--- src/rtl/audio_i2c_pkg.sv ---
package audio_i2c_pkg;
  localparam int IDX_W = 4;                    // index counter is modulo 16
  localparam logic [5:0] DEV_ID_HI = 6'b100010;

  typedef enum logic [2:0] {
    PH_IDLE,
    PH_ADDR,
    PH_SUB,
    PH_WDATA,
    PH_RDATA,
    PH_SKIP
  } phase_t;

  function automatic logic [7:0] pack_status(input logic st, input logic sm,
                                             input logic zm, input logic p_n);
    return {4'b0000, st, sm, zm, p_n};
  endfunction
endpackage

--- src/rtl/i2c_line_sync.sv ---
module i2c_line_sync #(
  parameter int STAGES = 2
) (
  input  logic clk,
  input  logic rst_n,
  input  logic scl_i,
  input  logic sda_i,
  output logic scl_s,
  output logic sda_s,
  output logic scl_rise,
  output logic scl_fall,
  output logic start_det,
  output logic stop_det
);
  localparam int LINES = 2;

  logic [LINES-1:0] raw;
  logic [LINES-1:0] line_s;
  logic [LINES-1:0] line_q;

  assign raw = {sda_i, scl_i};

  for (genvar g = 0; g < LINES; g++) begin : g_line
    logic [STAGES-1:0] chain;
    always_ff @(posedge clk or negedge rst_n) begin
      if (!rst_n) chain <= '1;
      else        chain <= {chain[STAGES-2:0], raw[g]};
    end
    assign line_s[g] = chain[STAGES-1];
  end

  always_ff @(posedge clk or negedge rst_n) begin
    if (!rst_n) line_q <= '1;
    else        line_q <= line_s;
  end

  assign scl_s     = line_s[0];
  assign sda_s     = line_s[1];
  assign scl_rise  = line_s[0] & ~line_q[0];
  assign scl_fall  = ~line_s[0] & line_q[0];
  assign start_det = line_s[0] & line_q[0] & line_q[1] & ~line_s[1];
  assign stop_det  = line_s[0] & line_q[0] & ~line_q[1] & line_s[1];
endmodule

--- src/rtl/i2c_slave_fsm.sv ---
module i2c_slave_fsm
  import audio_i2c_pkg::*;
#(
  parameter int NUM_REGS = 10,
  parameter int DATA_W   = 8
) (
  input  logic              clk,
  input  logic              rst_n,
  input  logic              sda_s,
  input  logic              scl_rise,
  input  logic              scl_fall,
  input  logic              start_det,
  input  logic              stop_det,
  input  logic              strap,
  input  logic [7:0]        status,
  output logic              sda_oe,
  output logic              wr_valid,
  output logic [IDX_W-1:0]  wr_idx,
  output logic [DATA_W-1:0] wr_data
);
  phase_t           phase;
  logic             busy;
  logic [3:0]       bit_cnt;
  logic [7:0]       rx_sh;
  logic [7:0]       tx_sh;
  logic [7:0]       rx_byte;
  logic             ack_q;
  logic             rd_mode;
  logic             auto_inc;
  logic             mack_q;
  logic [IDX_W-1:0] idx_q;

  assign rx_byte = {rx_sh[6:0], sda_s};

  always_ff @(posedge clk or negedge rst_n) begin
    if (!rst_n) begin
      phase    <= PH_IDLE;
      busy     <= 1'b0;
      bit_cnt  <= '0;
      rx_sh    <= '0;
      tx_sh    <= '0;
      ack_q    <= 1'b0;
      rd_mode  <= 1'b0;
      auto_inc <= 1'b0;
      mack_q   <= 1'b0;
      idx_q    <= '0;
      sda_oe   <= 1'b0;
      wr_valid <= 1'b0;
      wr_idx   <= '0;
      wr_data  <= '0;
    end else begin
      wr_valid <= 1'b0;
      if (stop_det) begin
        busy    <= 1'b0;
        phase   <= PH_IDLE;
        sda_oe  <= 1'b0;
        bit_cnt <= '0;
      end else if (start_det && !busy) begin
        busy    <= 1'b1;
        phase   <= PH_ADDR;
        bit_cnt <= '0;
        sda_oe  <= 1'b0;
      end else if (scl_rise) begin
        if (phase inside {PH_ADDR, PH_SUB, PH_WDATA, PH_RDATA}) begin
          if (bit_cnt < 4'd8) begin
            bit_cnt <= bit_cnt + 4'd1;
            rx_sh   <= rx_byte;
            if (bit_cnt == 4'd7) begin
              case (phase)
                PH_ADDR: begin
                  ack_q   <= (rx_byte[7:1] == {DEV_ID_HI, strap});
                  rd_mode <= rx_byte[0];
                end
                PH_SUB: begin
                  ack_q    <= 1'b1;
                  auto_inc <= rx_byte[4];
                  idx_q    <= rx_byte[3:0];
                end
                PH_WDATA: begin
                  ack_q <= 1'b1;
                  if (32'(idx_q) < NUM_REGS) begin
                    wr_valid <= 1'b1;
                    wr_idx   <= idx_q;
                    wr_data  <= DATA_W'(rx_byte);
                  end
                  if (auto_inc) idx_q <= idx_q + 1'b1;
                end
                default: ;
              endcase
            end
          end else if (bit_cnt == 4'd8) begin
            bit_cnt <= 4'd9;
            mack_q  <= !sda_s;
          end
        end
      end else if (scl_fall) begin
        if (phase == PH_RDATA) begin
          if (bit_cnt >= 4'd1 && bit_cnt <= 4'd7) begin
            tx_sh  <= {tx_sh[6:0], 1'b0};
            sda_oe <= !tx_sh[6];
          end else if (bit_cnt == 4'd8) begin
            sda_oe <= 1'b0;
          end else if (bit_cnt == 4'd9) begin
            bit_cnt <= '0;
            if (mack_q) begin
              tx_sh  <= status;
              sda_oe <= !status[7];
            end else begin
              sda_oe <= 1'b0;
              phase  <= PH_SKIP;
            end
          end
        end else if (phase inside {PH_ADDR, PH_SUB, PH_WDATA}) begin
          if (bit_cnt == 4'd8) begin
            sda_oe <= ack_q;
          end else if (bit_cnt == 4'd9) begin
            sda_oe  <= 1'b0;
            bit_cnt <= '0;
            case (phase)
              PH_ADDR: begin
                if (!ack_q) begin
                  phase <= PH_SKIP;
                end else if (rd_mode) begin
                  phase  <= PH_RDATA;
                  tx_sh  <= status;
                  sda_oe <= !status[7];
                end else begin
                  phase <= PH_SUB;
                end
              end
              PH_SUB:  phase <= PH_WDATA;
              default: ;
            endcase
          end
        end
      end
    end
  end
endmodule

--- src/rtl/ctl_reg_bank.sv ---
module ctl_reg_bank
  import audio_i2c_pkg::*;
#(
  parameter int NUM_REGS = 10,
  parameter int DATA_W   = 8
) (
  input  logic                       clk,
  input  logic                       rst_n,
  input  logic                       wr_valid,
  input  logic [IDX_W-1:0]           wr_idx,
  input  logic [DATA_W-1:0]          wr_data,
  output logic [NUM_REGS*DATA_W-1:0] regs_flat
);
  for (genvar k = 0; k < NUM_REGS; k++) begin : g_reg
    logic [DATA_W-1:0] val;
    always_ff @(posedge clk or negedge rst_n) begin
      if (!rst_n)                                  val <= '0;
      else if (wr_valid && 32'(wr_idx) == k)       val <= wr_data;
    end
    assign regs_flat[k*DATA_W +: DATA_W] = val;
  end
endmodule

--- src/rtl/audio_ctl_i2c_slave.sv ---
module audio_ctl_i2c_slave
  import audio_i2c_pkg::*;
#(
  parameter int NUM_REGS    = 10,
  parameter int DATA_W      = 8,
  parameter int SYNC_STAGES = 2
) (
  input  logic                       clk,
  input  logic                       rst_n,
  input  logic                       scl_i,
  input  logic                       sda_i,
  output logic                       sda_pull_o,
  input  logic                       addr_strap_i,
  input  logic                       pause_n_i,
  input  logic                       zc_mute_i,
  input  logic                       soft_mute_i,
  input  logic                       stereo_i,
  output logic [NUM_REGS*DATA_W-1:0] regs_o,
  output logic                       wr_valid_o,
  output logic [IDX_W-1:0]           wr_idx_o,
  output logic [DATA_W-1:0]          wr_data_o
);
  logic scl_s, sda_s, scl_rise, scl_fall, start_det, stop_det;
  logic [7:0] status;

  assign status = pack_status(stereo_i, soft_mute_i, zc_mute_i, pause_n_i);

  i2c_line_sync #(.STAGES(SYNC_STAGES)) sync_i (
    .clk(clk), .rst_n(rst_n), .scl_i(scl_i), .sda_i(sda_i),
    .scl_s(scl_s), .sda_s(sda_s), .scl_rise(scl_rise), .scl_fall(scl_fall),
    .start_det(start_det), .stop_det(stop_det)
  );

  i2c_slave_fsm #(.NUM_REGS(NUM_REGS), .DATA_W(DATA_W)) fsm_i (
    .clk(clk), .rst_n(rst_n), .sda_s(sda_s),
    .scl_rise(scl_rise), .scl_fall(scl_fall),
    .start_det(start_det), .stop_det(stop_det),
    .strap(addr_strap_i), .status(status),
    .sda_oe(sda_pull_o), .wr_valid(wr_valid_o),
    .wr_idx(wr_idx_o), .wr_data(wr_data_o)
  );

  ctl_reg_bank #(.NUM_REGS(NUM_REGS), .DATA_W(DATA_W)) bank_i (
    .clk(clk), .rst_n(rst_n), .wr_valid(wr_valid_o),
    .wr_idx(wr_idx_o), .wr_data(wr_data_o), .regs_flat(regs_o)
  );

  logic unused_scl_s;
  assign unused_scl_s = scl_s;
endmodule

--- config.mk ---
export PLATFORM = sky130hd
export DESIGN_NAME = audio_ctl_i2c_slave
export DESIGN_NICKNAME = d
export VERILOG_FILES = /design/src/rtl/audio_i2c_pkg.sv /design/src/rtl/i2c_line_sync.sv /design/src/rtl/i2c_slave_fsm.sv /design/src/rtl/ctl_reg_bank.sv /design/src/rtl/audio_ctl_i2c_slave.sv
export SDC_FILE = /design/constraint.sdc
export NUM_CORES = 1
export LEC_CHECK = 0
export ABC_CLOCK_PERIOD_IN_PS = 6200
export BUFFER_PORTS_ARGS = -buffer_cell sky130_fd_sc_hd__buf_2
export CAP_MARGIN = 10
export CELL_PAD_IN_SITES_DETAIL_PLACEMENT = 1
export CELL_PAD_IN_SITES_GLOBAL_PLACEMENT = 1
export CORE_MARGIN = 2
export CORE_UTILIZATION = 48
export DETAILED_ROUTE_END_ITERATION = 12
export PLACE_DENSITY_LB_ADDON = 0.1
export SLEW_MARGIN = 20
export SYNTH_ARGS = -nofsm -noshare
export SYNTH_HDL_FRONTEND = slang
export SYNTH_SLANG_ARGS = --single-unit
--- constraint.sdc ---
create_clock -name clk -period 6.2 [get_ports clk]
set_input_delay 1.24 -clock clk [delete_from_list [all_inputs] [get_ports clk]]
set_output_delay 1.24 -clock clk [all_outputs]
set_load 0.01 [all_outputs]
==> summary.md <==
| Metric | Value |
|---|---|
| Die width | `between 100 and 150 um` |
| WP buf/inv | `1` |
| Num rows | `39` |
| Ant diodes | `0` |
| Synth Area in Simple Gates | `0.101` |
| Nets | `between 500 and 600` |
| Initial core utilization | `0.493` |
| Cts-stage hold buffer count | `0` |
| Max Freq | `around 390 MHz` |
| Max-slew violations | `0` |
| Overall global routing resource usage | `0.234` |
| Clk_lat worst skew | `0.41 ns` |
| Critical Path Fanout Max | `12` |
| Total negative setup slack | `0 ns` |
| Port bufs | `about 100` |
| Seq/Total Area, Yosys | `0.580` |
| EDFF count, synth | `0` |
| Hpwl dp | `9100 um` |
| Final hold vios | `0` |
| CTS tree | `yes` |
| Worst setup path start | `fsm_i.wr_data[1]` |
| Crit path arrival time | `1.35 ns` |
| Power per cell area | `291 nW/um2` |
| Max incr delay on CP | `0.70 ns` |
| DR WL/cell | `20.2 um` |
| Vias | `3772` |
| RSZ-0062 raised after global routing | `false` |
| Multi-input gate area | `2220 um2` |
| Asr flop ratio synth | `1.00` |
| Chip height | `about 110 um` |
| Reg clk slew, reported paths | `0.05 ns` |
| Library cells used by synthesis | `52` |
| TritonCTS Buffers | `17` |
| Syn Inst Count | `427` |
| Adder-Cell Fraction of Synth Area | `0.0156` |
| Initial DRC count | `168` |
| Synthesis warning total | `0` |
| Die ar. | `about 13000 um2` |
| Layout Skew | `0.00682 ns` |
| Final worst path period share | `0.418` |
| Critical Setup Path Class | `reg2out` |
| Detail Route Antenna Nets | `0` |
| Max_cap viols | `0` |
| Top delay family on crit path | `flip-flops` |
| Xor/xnor cell area share of the yosys netlist | `0.00467` |
| Setup Viol. Count Final | `0` |
| Slowest cell on the critical path | `dfrtp_1` |
| Most frequent cells in the layout | `124 x dfrtp_1, 107 x mux2_2, 101 x buf_2` |
| CP endpoint kind | `output pin` |
| Post-synthesis register bit count | `130` |
| Peak supply drop | `0.189 mV` |
| Global-route wire length before repair | `22600 um` |
| Post-synthesis mux area share | `0.221` |
| Layout cells sized above 1 | `0.472` |
| CTS Sinks | `130` |
| Leakage power | `3.58 nW` |
| Clk root buf | `clkbuf_16` |
| Slew @ Worst Pin | `0.821 ns` |
| Largest net degree at the start of global routing | `84` |
| # IOs | `~100` |
| Area of the mapped netlist | `around 5600 um2` |
| Synthesized area per cell | `around 13 um2` |
| Register area | `3260 um2` |
| Combinational family with the most area after synthesis | `multiplexers` |
| Most common cell after layout, fill and taps aside | `dfrtp_1` |
| H-Tree Depth | `4` |
| HP Class | `reg2reg` |
| Outcome | `completed` |
| CTS resizes | `0` |
| Worst EP required | `4.96 ns` |
| Critical path launch point type | `flop` |
| Post-route DRC violation count | `0` |
| FF-to-FF Start | `sync_i.g_line[0].chain[1]` |
| Area Growth Syn to Fin | `21.2%` |
| Placer Congestion | `0.839` |
| Vias in the first global route | `approximately 4000` |
| TritonRoute pass-1 iters | `4` |
| Maximum clock insertion buffer count | `2` |
| Reg2reg setup slack | `3.64 ns` |
| Compound-Gate Fraction of Synth Area | `0.0523` |
| Setup bufs post-CTS | `0` |
| Final WL | `13700 um` |
| Via density per instance | `about 5.5` |
| Core Region | `11400 um2` |
| Max transition margin | `0.451` |
| Main synth FF type | `dfrtp_1` |
| Synthesized net count | `443` |
| Initial antenna violation count | `0` |
| Clock period minus worst slack | `2.59 ns` |
| Worst Min Path Start | `sync_i.g_line[1].chain[0]` |
| CP cell instances | `buf_2` |
| Placed cell area | `6220 um2` |
| Fillcell total | `about 1200` |
| Fin area | `6820 um2` |
| Overflow after GRT | `0` |
==> power by group <==
| group | leakage (nW) | switching [mW] | total, mW | internal (mW) |
|---|---|---|---|---|
| logic | 1.52 | 0.0690 | 0.114 | 0.0446 |
| clock network | 0.278 | 0.335 | 0.960 | 0.625 |
| registers | 1.78 | 0.0383 | 0.914 | 0.876 |
==> synth_stat cells (2+ instances only) <==
| library cell | n | area, um2 |
|---|---|---|
| xnor2_1 | 3 | 26.3 |
| nor4b_1 | 2 | 17.5 |
| mux2_2 | 107 | 1200 |
| inv_1 | 12 | 45.0 |
| mux2i_1 | 4 | 40.0 |
| nor2_1 | 18 | 67.6 |
| nand2_1 | 16 | 60.1 |
| o211ai_1 | 2 | 15.0 |
| nor3_1 | 6 | 30.0 |
| buf_4 | 2 | 15.0 |
| o21ai_0 | 17 | 85.1 |
| nor2_2 | 2 | 12.5 |
| or4b_1 | 2 | 20.0 |
| dfstp_2 | 6 | 158 |
| clkbuf_1 | 16 | 60.1 |
| or3_1 | 3 | 18.8 |
| and3_1 | 2 | 12.5 |
| buf_2 | 3 | 15.0 |
| nor2b_1 | 5 | 31.3 |
| ha_1 | 7 | 87.6 |
| a21oi_1 | 12 | 60.1 |
| nand3_1 | 9 | 45.0 |
| nand4_1 | 4 | 25.0 |
| nand2b_1 | 5 | 31.3 |
| dfrtp_1 | 124 | 3100 |
| a31oi_1 | 3 | 18.8 |
| o21a_1 | 3 | 22.5 |
| nand3b_1 | 8 | 60.1 |
==> worst paths after layout <==
| kind | depth (start not counted) | end |
|---|---|---|
| max reg2reg | 6 | fsm_i.wr_data[6] |
| max | 1 | wr_data_o[1] |
| max in group asynchronous | 3 | sync_i.g_line[0].chain[1] |
| min in group asynchronous | 1 | fsm_i.bit_cnt[1] |
| min reg2reg | 0 | sync_i.g_line[1].chain[1] |
| min | 0 | sync_i.g_line[1].chain[1] |
==> cells by family (layout without fill, tap and decap cells) <==
kind of cell / after synthesis / count (layout)
simple gates: 95 / 95
mux: 111 / 111
buf+inv: 34 / 145
xor+xnor: 3 / 3
compound gates: 47 / 47
fa+ha+maj: 7 / 7
flops: 130 / 130
==> metrics by stage <==
step                std cells  hold WS (ns)  total power, mW  utilization  setup slack (ns)
floorplan                 427         0.345            0.988            -              4.08
global placement          651         0.347             1.03        0.545              3.42
detailed placement        651         0.350             1.04        0.545              3.39
CTS                       680         0.357             2.01        0.595              3.59
global route              681         0.358             2.06        0.597              3.47
finish                    681         0.352             1.99        0.597              3.61
==> per-layer routing <==
metal	GRT usage	share of wire	wire length, um	vias to the layer above
met5	0	0	0	-
met4	0.0780	0.013	185	0
met3	0.0599	0.051	697	17
met2	0.373	0.49	6670	90
met1	0.316	0.45	6170	1939
li1	-	-	-	1726
==> final cells by class <==
class,instances,area share
flip-flops and latches,130,0.478
repair buffers,104,0.0804
clock inverters,5,0.0114
inverters,12,0.00660
clock buffers,24,0.0721
multi-input cells,263,0.325
well taps,143,0.0262
==> flip-flops by register name (all words and copies together), names as in the netlist <==
signal and flops:
bank_i.g.val 80, fsm_i.mack_q 1, fsm_i.rd_mode 1, fsm_i.wr_valid 1, fsm_i.tx_sh 7, fsm_i.bit_cnt 4, fsm_i.phase 3, fsm_i.wr_idx 4
fsm_i.busy 1, sync_i.g_line.chain 4, fsm_i.rx_sh 7, fsm_i.sda_oe 1, fsm_i.ack_q 1, fsm_i.auto_inc 1, fsm_i.idx_q 4, sync_i.line_q 2
fsm_i.wr_data 8
No activity file was read; power rests on OpenSTA's default activity.
